==> src/rtl/nlt_pkg.sv <==
// Package: shared symbol kinds and the nibble-to-group code table.
// Assumes 4-bit nibbles and 5-bit code groups throughout.
package nlt_pkg;

    localparam int NIB_W = 4;
    localparam int SYM_W = 5;

    typedef enum logic [1:0] {
        KIND_DATA = 2'b00,
        KIND_IDLE = 2'b01,
        KIND_SYNC = 2'b10,
        KIND_RSVD = 2'b11
    } sym_kind_t;

    localparam logic [SYM_W-1:0] CODE_IDLE   = 5'b11111;
    localparam logic [SYM_W-1:0] CODE_SYNC_A = 5'b11000;
    localparam logic [SYM_W-1:0] CODE_SYNC_B = 5'b10001;

    // Map one data nibble to its 5-bit group.
    function automatic logic [SYM_W-1:0] nib_to_group(input logic [NIB_W-1:0] nib);
        logic [SYM_W-1:0] g;
        case (nib)
            4'h0: g = 5'b11110;
            4'h1: g = 5'b01001;
            4'h2: g = 5'b10100;
            4'h3: g = 5'b10101;
            4'h4: g = 5'b01010;
            4'h5: g = 5'b01011;
            4'h6: g = 5'b01110;
            4'h7: g = 5'b01111;
            4'h8: g = 5'b10010;
            4'h9: g = 5'b10011;
            4'hA: g = 5'b10110;
            4'hB: g = 5'b10111;
            4'hC: g = 5'b11010;
            4'hD: g = 5'b11011;
            4'hE: g = 5'b11100;
            default: g = 5'b11101;
        endcase
        return g;
    endfunction

endpackage

==> src/rtl/nlt_code_mapper.sv <==
// Module: nlt_code_mapper
// Purely combinational. It picks the 5-bit group for the symbol the
// scheduler is offering: a data code, idle, or the first sync half.
// The second sync half is not chosen here. The top decides it from its
// own pending flag. Assumes the reserved kind is to be sent as idle.
module nlt_code_mapper
    import nlt_pkg::*;
(
    input  logic [1:0]       kind,
    input  logic [NIB_W-1:0] nibble,
    output logic [SYM_W-1:0] group
);

    // Select the group from the symbol kind.
    always_comb begin
        case (sym_kind_t'(kind))
            KIND_DATA: group = nib_to_group(nibble);
            KIND_SYNC: group = CODE_SYNC_A;
            default:   group = CODE_IDLE;
        endcase
    end

endmodule

==> src/rtl/nlt_prbs_gen.sv <==
// Module: nlt_prbs_gen
// A 7-stage feedback shift generator (taps set by parameters) that
// advances STEPS positions on each adv pulse and returns those STEPS new
// bits, the oldest one at the MSB. Reset seeds it to all ones. Assumes
// the taps describe a maximal-length polynomial, so the state never
// reaches zero.
module nlt_prbs_gen #(
    parameter int ORDER = 7,
    parameter int TAP_A = 7,
    parameter int TAP_B = 6,
    parameter int STEPS = 5
) (
    input  logic             clk,
    input  logic             rst_n,
    input  logic             adv,
    output logic [STEPS-1:0] bits
);

    localparam int IA = TAP_A - 1;
    localparam int IB = TAP_B - 1;

    logic [ORDER-1:0] state;
    logic [ORDER-1:0] chain [0:STEPS];

    assign chain[0] = state;

    // Unroll STEPS generator steps per advance.
    for (genvar i = 0; i < STEPS; i++) begin : g_step
        logic nb;
        assign nb           = chain[i][IA] ^ chain[i][IB];
        assign chain[i+1]   = {chain[i][ORDER-2:0], nb};
        assign bits[STEPS-1-i] = nb;
    end

    // Hold or advance the generator state.
    always_ff @(posedge clk) begin
        if (!rst_n)
            state <= '1;
        else if (adv)
            state <= chain[STEPS];
    end

    p_prbs_nonzero_r10 : assert property (@(posedge clk) disable iff (!rst_n)
        state != '0);

    p_prbs_hold_r8 : assert property (@(posedge clk) disable iff (!rst_n)
        !adv |=> $stable(state));

endmodule

==> src/rtl/nlt_shift_out.sv <==
// Module: nlt_shift_out
// A W-bit parallel-to-serial stage. The MSB goes out first. A bit counter
// marks the last bit of each group (at_last), and the next word is loaded
// on the edge that ends that cycle. Reset loads RST_WORD with the counter
// at zero. Assumes load_word is valid whenever at_last is high.
module nlt_shift_out #(
    parameter int              W        = 5,
    parameter logic [W-1:0]    RST_WORD = '1
) (
    input  logic         clk,
    input  logic         rst_n,
    input  logic [W-1:0] load_word,
    output logic         at_last,
    output logic         ser_out
);

    localparam int CW = (W > 1) ? $clog2(W) : 1;
    localparam logic [CW-1:0] LAST = CW'(W - 1);

    logic [W-1:0]  shreg;
    logic [CW-1:0] cnt;

    assign at_last = (cnt == LAST);
    assign ser_out = shreg[W-1];

    // Track the bit position within the current group.
    always_ff @(posedge clk) begin
        if (!rst_n)
            cnt <= '0;
        else if (at_last)
            cnt <= '0;
        else
            cnt <= cnt + 1'b1;
    end

    // Load a fresh group or shift the current one left.
    always_ff @(posedge clk) begin
        if (!rst_n)
            shreg <= RST_WORD;
        else if (at_last)
            shreg <= load_word;
        else
            shreg <= {shreg[W-2:0], 1'b0};
    end

    p_shift_msb_r3 : assert property (@(posedge clk) disable iff (!rst_n)
        !at_last |=> ser_out == $past(shreg[W-2]));

    p_load_msb_r3 : assert property (@(posedge clk) disable iff (!rst_n)
        at_last |=> ser_out == $past(load_word[W-1]));

    p_cnt_range_r3 : assert property (@(posedge clk) disable iff (!rst_n)
        cnt <= LAST);

endmodule

==> src/rtl/nibble_line_tx.sv <==
// Module: nibble_line_tx (top)
// Serial transmit end. It maps scheduler symbols to 5-bit groups, or in
// test mode takes groups from a pseudo-random source, and shifts them out
// MSB first. Requests, the test input and the second sync half are all
// decided only at group boundaries. Assumes the scheduler answers a
// request in the same cycle in which it is raised.
module nibble_line_tx
    import nlt_pkg::*;
(
    input  logic             clk,
    input  logic             rst_n,
    input  logic             test_en,
    input  logic [1:0]       sym_kind,
    input  logic [NIB_W-1:0] sym_nibble,
    output logic             sym_req,
    output logic             ser_out
);

    logic             at_last;
    logic             k_pend;
    logic             prbs_adv;
    logic [SYM_W-1:0] map_group;
    logic [SYM_W-1:0] prbs_group;
    logic [SYM_W-1:0] next_group;

    nlt_code_mapper u_map (
        .kind   (sym_kind),
        .nibble (sym_nibble),
        .group  (map_group)
    );

    nlt_prbs_gen #(
        .ORDER (7),
        .TAP_A (7),
        .TAP_B (6),
        .STEPS (SYM_W)
    ) u_prbs (
        .clk   (clk),
        .rst_n (rst_n),
        .adv   (prbs_adv),
        .bits  (prbs_group)
    );

    nlt_shift_out #(
        .W        (SYM_W),
        .RST_WORD (CODE_IDLE)
    ) u_ser (
        .clk       (clk),
        .rst_n     (rst_n),
        .load_word (next_group),
        .at_last   (at_last),
        .ser_out   (ser_out)
    );

    // Decide what the boundary loads: a pending sync half first, then test, then the scheduler.
    always_comb begin
        sym_req  = 1'b0;
        prbs_adv = 1'b0;
        if (k_pend) begin
            next_group = CODE_SYNC_B;
        end else if (test_en) begin
            next_group = prbs_group;
            prbs_adv   = at_last;
        end else begin
            next_group = map_group;
            sym_req    = at_last;
        end
    end

    // Remember that the second sync half is owed at the next boundary.
    always_ff @(posedge clk) begin
        if (!rst_n)
            k_pend <= 1'b0;
        else if (at_last)
            k_pend <= sym_req && (sym_kind == KIND_SYNC);
    end

    p_k_after_j_r5 : assert property (@(posedge clk) disable iff (!rst_n)
        (sym_req && sym_kind == KIND_SYNC) |=> k_pend);

    p_k_blocks_req_r5 : assert property (@(posedge clk) disable iff (!rst_n)
        k_pend |-> !sym_req);

    p_req_gap_r7 : assert property (@(posedge clk) disable iff (!rst_n)
        sym_req |=> !sym_req);

    p_k_first_r11 : assert property (@(posedge clk) disable iff (!rst_n)
        (k_pend && at_last) |=> ser_out);

endmodule

==> config.mk <==
export PLATFORM = sky130hd
export DESIGN_NAME = nibble_line_tx
export DESIGN_NICKNAME = d
export VERILOG_FILES = /design/src/rtl/nlt_pkg.sv /design/src/rtl/nlt_code_mapper.sv /design/src/rtl/nlt_prbs_gen.sv /design/src/rtl/nlt_shift_out.sv /design/src/rtl/nibble_line_tx.sv
export SDC_FILE = /design/constraint.sdc
export NUM_CORES = 1
export LEC_CHECK = 0
export BUFFER_PORTS_ARGS = -buffer_cell sky130_fd_sc_hd__buf_2
export CORE_MARGIN = 2
export CORE_UTILIZATION = 40
export CTS_CLUSTER_DIAMETER = 50
export DETAILED_ROUTE_END_ITERATION = 12
export HOLD_SLACK_MARGIN = 0.12
export PLACE_DENSITY = 0.63
export SLEW_MARGIN = 25
export SYNTH_ARGS = -nofsm -noshare
export SYNTH_HDL_FRONTEND = slang
export SYNTH_SLANG_ARGS = --single-unit
==> constraint.sdc <==
create_clock -name clk -period 2.2 [get_ports clk]
set_input_delay 0.66 -clock clk [delete_from_list [all_inputs] [get_ports clk]]
set_output_delay 0.66 -clock clk [all_outputs]
set_load 0.01 [all_outputs]
## Word-level counts from Yosys, hierarchy flattened

Memories as Yosys holds them, arrays and structs flattened.
Index checks and enable logic that the tools add are counted.

| operators by class | value |
|---|---|
| add/sub/neg operators | 1 |
| eq/ne operators | 2 |
| multiplexer cells | 8 |
| bitwise logic cells | 6 |
| reduce and logical (&&, ||, !) cells | 3 |

Operators by type and width:

| kind | count |
|---|---|
| 5-bit 2-to-1 mux | 3 |
| 5-bit one-hot mux with 2 select lines | 1 |
| 1-bit XOR | 5 |
| 1-bit 2-to-1 mux | 4 |
| 3-bit by 1-bit adder with 3-bit output (second input constant) | 1 |
| 3-bit == test (second input constant) | 1 |
| 2-bit == test (second input constant) | 1 |
| 2-bit zero test | 1 |
| 2-bit OR reduction | 1 |
| 1-bit logical AND | 1 |
| 1-bit inverter | 1 |

| word-level totals | value |
|---|---|
| bits in registers | 16 |
| ROM bits | 80 |
| input bits | 9 |
| output and inout port bits | 2 |
| word-level logic and storage cells | 25 |
| memories kept | 1 |

Memory list:

| name | words | width | rd ports | clocked after Yosys merged registers in | wr ports | line | source |
|---|---|---|---|---|---|---|---|
| (name not given) | 16 | 5 | 1 | 0 | 0 | nlt_pkg.sv:22 | `case (nib)` |

## Logic depth before layout (Yosys ltp)

Gate-level depths: netlist (run 1).

| logic depth | value |
|---|---|
| depth in word-level cells | 5 |
| gate-level depth with buffers | 8 |

## By module

Synthesis (run 1) repeated with hierarchy kept, for this count alone.

| second synthesis, totals | value |
|---|---|
| cells, all modules | 102 |
| area total of the unflattened synthesis | 904.6 µm² |

Modules (own cells, without submodules):

| module | instances | cells each | area each (µm²) | sequential area each (µm²) |
|---|---|---|---|---|
| nlt_prbs_gen | 1 | 34 | 336.6 | 140.1 |
| nlt_shift_out | 1 | 35 | 326.6 | 160.2 |
| nibble_line_tx | 1 | 19 | 157.7 | 20.0 |
| nlt_code_mapper | 1 | 14 | 83.8 | 0.0 |

## Worst setup path before layout (run 1)

Ideal clock, no wire load.

| timing | value |
|---|---|
| kind | in2out |
| from | input test_en |
| to | output sym_req |
| data arrival time | 1225 ps |
| data required time | 1540 ps |
| slack | 315 ps |
| cell stages on the path | 2 |
| cells stage by stage | buf_2 nor3_1 |

| on the way | value |
|---|---|
| word-level cells in the longest chain between the ends | 2 |

RTL lines:

| element | line | source |
|---|---|---|
| start: declaration | nibble_line_tx.sv:12 | `input logic test_en,` |
| 1-bit 2-to-1 mux | nibble_line_tx.sv:61 | `end else if (test_en) begin` |
| 1-bit 2-to-1 mux | nibble_line_tx.sv:59 | `if (k_pend) begin` |
| end: declaration | nibble_line_tx.sv:15 | `output logic sym_req,` |

Every way passes these cells.

## Worst setup path after layout (run 1)

| timing | value |
|---|---|
| from | register u_ser.cnt[0] |
| to | output sym_req |

| on the way | value |
|---|---|
| word-level cells in the longest chain between the ends | 3 |

RTL lines:

| element | line | source |
|---|---|---|
| start: declaration | nlt_shift_out.sv:21 | `logic [CW-1:0] cnt;` |
| start signal: assignment | nlt_shift_out.sv:33 | `cnt <= cnt + 1'b1;` |
| 3-bit == test | nlt_shift_out.sv:23 | `assign at_last = (cnt == LAST);` |
| 1-bit 2-to-1 mux | nibble_line_tx.sv:61 |  |
| 1-bit 2-to-1 mux | nibble_line_tx.sv:59 |  |

Every way passes these cells.

==> metrics.cfg, run 1 <==
[outcome]
outcome = finished clean

[clocking]
clk_pin_slew_ns = 0.09
cts_tree = done
cts_setup_buffers = 0
cts_root_buf = clkbuf_4
clock_path_buffers = 2
htreeDepth = 1
holdBufCountCts = 0
cts_resized = 0
cts_sinks = 16
clk_latency_ns = 0.28
numCtsBuffers = 3

[grt]
use_met1_pct = 19.3
antenna_found_initial = 0
grt_pass1_vias = 578
grt_max_degree = 13
grt_use_met3_pct = 6.92
grt_use_total_pct = 15.9
grt_overflow = 0
top_usage_layer = met2
grt_pass1_wl_um = 2370
grt_use_met2_pct = 25.5

[placement]
place_ws_ns = 0.302
gp_congestion = 0.804
numPortBuffers = 10
hpwl_um = 1080

[floorplan]
start_util_pct = 42.8
rows = 15
die_h_um = 47.2
ios = 11
core_area_um2 = 1750
die-area_um2 = 2230
die_w_um = 47.2

[detailed_routing]
vias = 636
antenna_left = 0
drc = 0
routedWlPerCell_um = 11.7
firstDrtPassIters = 4
drt_iter0_drc = 24
vias_per_cell = 5.26
wl_um = 1420

[hold_path]
hold_depth = 1
hold_path.class = reg2reg
min_from = u_ser.cnt[0]$_SDFF_PP0_
min_to = u_ser.cnt[0]$_SDFF_PP0_

[setup_path]
cp-start-kind = register
required_ns = 1.54
path_class = reg2out
rrSetupSlack_ns = 0.63
rr_worst_depth = 6
end_kind = primary output
path_cells = inv_1 > ha_1 > nand2_1 > nor3_1 > buf_2
crit_fanout = 3
max_stage_delay_ns = 0.34
cp.arrival_ns = 1.39
reg2reg_from = u_ser.cnt[0]$_SDFF_PP0_
r2r_end = u_ser.shreg[2]$_SDFF_PN1_
critPathSlowestCell = dfxtp_1

[synth]
synthCells = 84
synth_warnings = 0
syn_nets = 95
synth-seq-cells = 16
ys_seq_area_share_pct = 42.9
synth_top_flop_cell = dfxtp_1
synth-edff-count = 0
yosysUniqueCellTypes = 28
avgSynthCellArea_um2 = 8.89
syn_area_um2 = 747
synthArstFlopShare_pct = 0

[timing]
fin_crit_ns = 2.05
max_freq_mhz = 488
rsz0062_at_grt = no
slew_headroom_pct = 79.0
final_max_slew_viol_count = 0
worstMarginPinSlew_ns = 0.314
finalWorstSetupSlack_ns = 0.150
hold_viol = 0
setup_viol = 0
finalCritPeriodShare_pct = 93.2
fin_skew_ns = 0.00217
tns_ns = 0

[pwr]
p_leak_nw = 0.378
ir_drop_uv = 445
total_power_uw = 567
pwr_density_cell_nw_per_um2 = 666

[final_layout]
syn_to_final_growth_pct = 14.1
n_fill_cell = 187
fin_nets = 108
postLayoutCoreUtil_pct = 48.8
drive_above_1_share_pct = 20.8
diodes = 0

[flow_run]
cap_violations = 0

-- metal layers --
layer | share of wire (%) | wire [um] | vias to the layer above
li1 | - | - | 320
met1 | 46 | 656 | 302
met5 | 0 | 0 | -
met3 | 5.5 | 78 | 2
met4 | 0.85 | 12 | 0
met2 | 47 | 668 | 12
-- per-stage QoR --
stage / instance area [um^2] / hold slack [ns] / std cells
after global placement: 816 / 0.432 / 117
after CTS: 852 / 0.461 / 121
after floorplan: 747 / 0.417 / 84
after global routing: 852 / 0.473 / 121
after detailed placement: 816 / 0.443 / 117
final: 852 / 0.453 / 121
-- final cells by class --
class / count / area [um^2] / share of cell area (%)
clock buffers: 4 / 36.3 / 4.26
inverters: 6 / 22.5 / 2.64
multi-input cells: 58 / 377 / 44.2
flip-flops and latches: 16 / 320 / 37.6
well taps: 25 / 31.3 / 3.67
repair buffers: 12 / 65.1 / 7.64
-- Yosys cell counts, drive strengths merged, types with 2 or more instances --
cell type / count / area [um^2]
xnor2: 5 / 43.8
nor2: 5 / 18.8
a21o: 2 / 15.0
nand2: 11 / 48.8
o21ai: 5 / 32.5
dfxtp: 16 / 320
buf: 3 / 23.8
o211ai: 3 / 22.5
nand3: 6 / 30.0
a21oi: 5 / 25.0
nor3: 3 / 15.0
ha: 2 / 25.0
inv: 6 / 22.5
a221o: 3 / 30.0
-- cell usage in the layout (no fill, tap or decap) --
cell	instances
a22oi_1	1
ha_1	2
o211ai_1	3
dfxtp_1	16
buf_2	10
buf_4	2
inv_1	6
nand2_1	10
nand3_1	6
and3b_1	1
o21ai_1	1
o311ai_2	1
a221o_1	3
nand2_4	1
o41ai_1	1
a21oi_1	5
a21o_1	2
a211o_1	1
or4_1	1
a31oi_1	1
clkbuf_8	1
and3_1	1
nor2_1	5
o21ai_2	2
xnor2_1	5
o21ai_0	2
nor3_1	3
clkbuf_4	3
-- where the power goes --
part / internal, mW / switching [mW] / total, mW
Combinational: 0.0290 / 0.0377 / 0.0667
Clock: 0.101 / 0.0917 / 0.192
Sequential: 0.302 / 0.00632 / 0.308
-- state kept, by name (all words and copies together), names as in the netlist --
register	cells
u_ser.cnt	3
k_pend	1
u_ser.shreg	5
u_prbs.state	7
-- how the worst max path moves through the flow --
| stage | cells past startpoint | slack [ns] | endpoint | startpoint |
|---|---|---|---|---|
| 2_1_floorplan | 2 | 0.31 | sym_req | test_en |
| 3_3_place_gp | 3 | 0.29 | sym_req | test_en |
| 3_5_place_dp | 3 | 0.30 | sym_req | test_en |
| 4_1_cts | 5 | 0.14 | sym_req | u_ser.cnt[0]$_SDFF_PP0_ |
| 5_1_grt | 5 | 0.06 | sym_req | u_ser.cnt[0]$_SDFF_PP0_ |
| 6_report | 5 | 0.15 | sym_req | u_ser.cnt[0]$_SDFF_PP0_ |
-- critical path: cells and delay by family (launching register included) --
kind	cells	cell delay, ns
flip-flops	1	0.34
AND/OR/NAND/NOR	2	0.34
buffers and inverters	2	0.26
adder cells (fa/ha/maj)	1	0.18
-- kinds of logic after synthesis --
family	synth area share, %
DFF	42.9
AOI/OAI and AO/OA	23.1
xor gates and xnor gates	5.86
and+or+nand+nor	18.1
adders and majority gates	3.35
buffers and inverters	6.70
Note: power is estimated with default switching activity, not from simulation.
==> inputs of run 2 (changes only) <==
==> constraint.sdc (replaced) <==
create_clock -name clk -period 2.2 [get_ports clk]
set_input_delay 0.66 -clock clk [delete_from_list [all_inputs] [get_ports clk]]
set_output_delay 0.66 -clock clk [all_outputs]
set_load 0.02 [all_outputs]
==> metrics.cfg, run 2 (synthesis gave the netlist of run 1 again) <==
[clocking]
cts_sinks = 16  ; unchanged
holdBufCountCts = 0  ; unchanged
clk_pin_slew_ns = 0.09  ; about the same
clock_path_buffers = 2  ; unchanged
numCtsBuffers = 3  ; unchanged
cts_tree = done
cts_resized = 0  ; unchanged
htreeDepth = 1  ; unchanged
cts_root_buf = clkbuf_4
clk_latency_ns = 0.28  ; about the same
cts_setup_buffers = 0  ; unchanged

[final_layout]
largest_registers = u_prbs.state x7, u_ser.shreg x5, u_ser.cnt x3
layout_common_cells = dfxtp_1, nand2_1, buf_2
diodes = 0  ; unchanged
regMostFlops = u_prbs.state
fin_area_um2 = 857  ; +0.59%
postLayoutCoreUtil_pct = 49.1  ; +0.29 points
largest_reg_flops = 7  ; unchanged
fin_nets = 108  ; unchanged
layout_commonest_cell = dfxtp_1
drive_above_1_share_pct = 21.9  ; +1.0 points
n_fill_cell = 172  ; -8.0%
syn_to_final_growth_pct = 14.7

[pwr]
pwr_density_cell_nw_per_um2 = 659  ; -0.97%
intPower_uw = 432  ; about the same
comb_power_share_pct = 12.0  ; +0.2 points
power.switching_uw = 134  ; -1.5%
p_clk_share_pct = 33.4  ; -0.5 points
power_frac_seq_pct = 54.6  ; +0.3 points
ir_drop_uv = 676  ; +52%
p_leak_nw = 0.380  ; +0.67%
switching_share_pct = 23.6  ; -0.27 points

[timing]
final_max_slew_viol_count = 0  ; unchanged
rsz0062_at_grt = no
worstMarginPinSlew_ns = 0.283  ; -0.0310 ns
max_freq_mhz = 504  ; +3.3%
fin_skew_ns = 0.00697  ; +0.00480 ns
setup_viol = 0  ; unchanged
hold_viol = 0  ; unchanged
tns_ns = 0  ; unchanged
finalCritPeriodShare_pct = 90.2  ; -2.9 points
slew_headroom_pct = 80.9  ; +1.8 points
fin_crit_ns = 1.99  ; -0.0649 ns

[hold_path]
min_from = u_ser.cnt[0]$_SDFF_PP0_
hold_path.class = reg2reg
hold_depth = 1  ; unchanged
min_to = u_ser.cnt[0]$_SDFF_PP0_

[grt]
grt_max_degree = 13  ; unchanged
grt_pass1_wl_um = 2520  ; +6.1%
grt_pass1_vias = 586  ; +1.4%
grt_overflow = 0  ; unchanged
antenna_found_initial = 0  ; unchanged
grt_use_total_pct = 16.8  ; +0.94 points

[placement]
dpl-instance-area_um2 = 816  ; unchanged
hpwl_um = 1150  ; +6.5%
numPortBuffers = 10  ; unchanged
gp_congestion = 0.840  ; +4.5%

[setup_path]
path_cells = inv_1 > ha_1 > nand2_1 > nor3_2 > buf_2
r2r_end = u_ser.shreg[3]$_SDFF_PN1_
crit_fanout = 3  ; unchanged
end_kind = primary output
max_stage_delay_ns = 0.34  ; about the same
rr_worst_depth = 6  ; unchanged
cp.arrival_ns = 1.33  ; -0.06 ns
rrSetupSlack_ns = 0.63  ; about the same
reg2reg_from = u_ser.cnt[0]$_SDFF_PP0_
path_class = reg2out
critPathSlowestCell = dfxtp_1
cp-start-kind = register
required_ns = 1.54  ; about the same

[flow_run]
cap_violations = 0  ; unchanged

[detailed_routing]
vias = 624  ; -1.9%
routedWlPerCell_um = 12.1  ; +3.7%
antenna_left = 0  ; unchanged
firstDrtPassIters = 4  ; unchanged
vias_per_cell = 5.16  ; -1.9%
drt_iter0_drc = 6  ; -75%
wl_um = 1470  ; +3.7%
drc = 0  ; unchanged

[floorplan]
ios = 11  ; unchanged
die_h_um = 47.2  ; unchanged
rows = 15  ; unchanged
die_w_um = 47.2  ; unchanged
start_util_pct = 42.8  ; unchanged
core_area_um2 = 1750  ; unchanged
die-area_um2 = 2230  ; unchanged

[outcome]
outcome = finished clean

## run 2: worst max-delay path by stage
stage / start / slack, ns / cells after the start / end
after global routing: u_ser.cnt[0]$_SDFF_PP0_ / 0.08 / 5 / sym_req
after global placement: test_en / 0.26 / 3 / sym_req
after detailed placement: test_en / 0.25 / 3 / sym_req
after floorplan: test_en / 0.12 / 2 / sym_req
final: u_ser.cnt[0]$_SDFF_PP0_ / 0.21 / 5 / sym_req
after CTS: u_ser.cnt[0]$_SDFF_PP0_ / 0.09 / 5 / sym_req
## run 2: power groups by stage
| stage | clock network, mW | registers [mW] | logic, mW |
|---|---|---|---|
| floorplan | 0 | 0.315 | 0.0445 |
| global placement | 0 | 0.315 | 0.0659 |
| detailed placement | 0 | 0.316 | 0.0679 |
| CTS | 0.197 | 0.309 | 0.0681 |
| global route | 0.212 | 0.310 | 0.0767 |
| finish | 0.189 | 0.308 | 0.0678 |
## run 2: worst max-delay path, delay by kind of cell, from the launching register on
| family | cells | cell delay, ns |
|---|---|---|
| simple gates | 2 | 0.27 |
| fa+ha+maj | 1 | 0.17 |
| buf+inv | 2 | 0.27 |
| flops | 1 | 0.34 |
## run 2: cell type report
| type | count | area, um^2 | share of cell area, % |
|---|---|---|---|
| multi-input combinational | 58 | 382 | 44.5 |
| sequential | 16 | 320 | 37.4 |
| timing repair buffer | 12 | 65.1 | 7.59 |
| clock buffer | 4 | 36.3 | 4.23 |
| tap | 25 | 31.3 | 3.65 |
| inverter | 6 | 22.5 | 2.63 |
## run 2: routing by layer
layer,share of wire (%),track usage [%],vias to the layer above
li1,-,-,324
met1,44,18.3,290
met2,51,29.0,8
met3,4.1,6.92,2
met4,1.4,6.67,0
met5,0,0,-
## run 2: per-stage QoR
step / total power, mW / hold WS (ns) / instances / setup slack [ns]
floorplan: 0.359 / 0.417 / 84 / 0.117
global placement: 0.381 / 0.433 / 117 / 0.259
detailed placement: 0.383 / 0.453 / 117 / 0.249
CTS: 0.574 / 0.475 / 121 / 0.0894
global route: 0.599 / 0.497 / 121 / 0.0842
finish: 0.565 / 0.461 / 121 / 0.215
==> inputs of run 3 (changes only) <==
--- a/config.mk
+++ b/config.mk
@@ -6,12 +6,12 @@
 export NUM_CORES = 1
 export LEC_CHECK = 0
 export BUFFER_PORTS_ARGS = -buffer_cell sky130_fd_sc_hd__buf_2
+export CORE_ASPECT_RATIO = 0.7
 export CORE_MARGIN = 2
 export CORE_UTILIZATION = 40
 export CTS_CLUSTER_DIAMETER = 50
 export DETAILED_ROUTE_END_ITERATION = 12
 export HOLD_SLACK_MARGIN = 0.12
-export PLACE_DENSITY = 0.63
 export SLEW_MARGIN = 25
 export SYNTH_ARGS = -nofsm -noshare
 export SYNTH_HDL_FRONTEND = slang
==> constraint.sdc (replaced) <==
create_clock -name clk -period 2.47 [get_ports clk]
set_input_delay 0.741 -clock clk [delete_from_list [all_inputs] [get_ports clk]]
set_output_delay 0.741 -clock clk [all_outputs]
set_load 0.02 [all_outputs]
==> metrics.cfg, run 3 (synthesis gave the netlist of run 1 again) <==
[final_layout]
fin_cells = 116  ; -4.1%
drive_above_1_share_pct = 20.2  ; -1.7 points
diodes = 0  ; unchanged
fin_area_um2 = 838  ; -2.2%
layout_common_cells = dfxtp_1, nand2_1, buf_2
regMostFlops = u_prbs.state
largest_registers = u_prbs.state x7, u_ser.shreg x5, u_ser.cnt x3
syn_to_final_growth_pct = 12.2
largest_reg_flops = 7  ; unchanged
layout_commonest_cell = dfxtp_1
fin_nets = 106  ; -1.9%
postLayoutCoreUtil_pct = 46.4  ; -2.7 points

[placement]
numPortBuffers = 10  ; unchanged
place_ws_ns = 0.277  ; +0.0286 ns
placedCellCount = 112  ; -4.3%
dpl-instance-area_um2 = 797  ; -2.3%
gp_congestion = 0.765  ; -9.0%
hpwl_um = 1080  ; -6.3%

[floorplan]
start_util_pct = 41.4  ; -1.4 points
rows = 13  ; -2
die_h_um = 40.2  ; -15%
core_area_um2 = 1810  ; +3.4%
ios = 11  ; unchanged
die-area_um2 = 2230  ; +0.24%
die_w_um = 55.7  ; +18%

[grt]
grt_use_met2_pct = 23.2  ; -5.8 points
top_usage_layer = met2
grt_overflow = 0  ; unchanged
grt_use_total_pct = 14.3  ; -2.5 points
grt_max_degree = 13  ; unchanged
use_met1_pct = 18.2  ; -0.13 points
grt_use_met3_pct = 4.84  ; -2.1 points
antenna_found_initial = 0  ; unchanged
grt_pass1_vias = 542  ; -7.5%
grt_pass1_wl_um = 2340  ; -7.1%

[clocking]
clk_latency_ns = 0.29  ; about the same
cts_resized = 0  ; unchanged
htreeDepth = 1  ; unchanged
clock_path_buffers = 2  ; unchanged
numCtsBuffers = 3  ; unchanged
clk_pin_slew_ns = 0.09  ; about the same
cts_tree = done
cts_setup_buffers = 0  ; unchanged
holdBufCountCts = 0  ; unchanged
cts_root_buf = clkbuf_4
cts_sinks = 16  ; unchanged

[timing]
fin_crit_ns = 2.19
hold_viol = 0  ; unchanged
slew_headroom_pct = 75.3  ; -5.6 points
fin_skew_ns = 0.0118  ; +0.00479 ns
hold_ws_ns = 0.459  ; -0.00226 ns
setup_viol = 0  ; unchanged
finalWorstSetupSlack_ns = 0.276  ; +0.0612 ns
worstMarginPinSlew_ns = 0.366  ; +0.0826 ns
finalCritPeriodShare_pct = 88.8
rsz0062_at_grt = no
tns_ns = 0  ; unchanged
final_max_slew_viol_count = 0  ; unchanged
max_freq_mhz = 456

[setup_path]
crit_fanout = 8  ; +5
path_class = reg2out
cp.arrival_ns = 1.45  ; +0.12 ns
cp-start-kind = register
end_kind = primary output
required_ns = 1.73  ; +0.19 ns

[outcome]
outcome = finished clean

[detailed_routing]
wl_um = 1410  ; -3.7%
firstDrtPassIters = 4  ; unchanged
vias = 601  ; -3.7%
routedWlPerCell_um = 12.2  ; +0.40%
vias_per_cell = 5.18  ; +0.47%
antenna_left = 0  ; unchanged
drc = 0  ; unchanged
drt_iter0_drc = 13  ; +7

[flow_run]
cap_violations = 0  ; unchanged

[pwr]
pwr_density_cell_nw_per_um2 = 605  ; -8.2%
ir_drop_uv = 441  ; -35%
p_leak_nw = 0.371  ; -2.4%
total_power_uw = 507  ; -10%

[hold_path]
hold_path.class = reg2reg

[run 3: cell count changes in the layout (fill, tap and decap cells not counted), sizes merged]
| cell | change |
|---|---|
| buf | -2 |
[run 3: final cells by class]
class,count,area (um^2)
Timing Repair Buffer,10,50.0
Clock buffer,4,36.3
Multi-Input combinational cell,58,382
Tap cell,22,27.5
Fill cell,176,967
Sequential cell,16,320
Inverter,6,22.5
[run 3: worst paths after layout]
| path | from | to | slack, ns | depth (start not counted) |
|---|---|---|---|---|
| worst max-delay path | u_ser.cnt[0]$_SDFF_PP0_ | sym_req | 0.28 | 5 |
| worst min-delay path | u_ser.cnt[0]$_SDFF_PP0_ | u_ser.cnt[0]$_SDFF_PP0_ | 0.46 | 1 |
| worst max register to register | u_ser.cnt[0]$_SDFF_PP0_ | u_ser.shreg[3]$_SDFF_PN1_ | 0.91 | 6 |
| worst min register to register | u_ser.cnt[0]$_SDFF_PP0_ | u_ser.cnt[0]$_SDFF_PP0_ | 0.46 | 1 |
[run 3: layer usage]
layer	vias to the layer above	wire, um
li1	320	-
met1	266	745
met3	2	74
met4	0	21
met2	13	571
met5	-	0
[run 3: critical path, stage by stage, from the launching register on]
cell and delay [ns]:
dfxtp_1 0.34, inv_1 0.06, ha_1 0.18, nand2_1 0.18
nor3_2 0.21, buf_2 0.21
[run 3: where the power goes]
group / internal, mW / leakage [nW] / switching, mW / total [mW]
clock: 0.0898 / 0.0210 / 0.0844 / 0.174
combinational: 0.0241 / 0.219 / 0.0345 / 0.0586
sequential: 0.269 / 0.131 / 0.00566 / 0.274
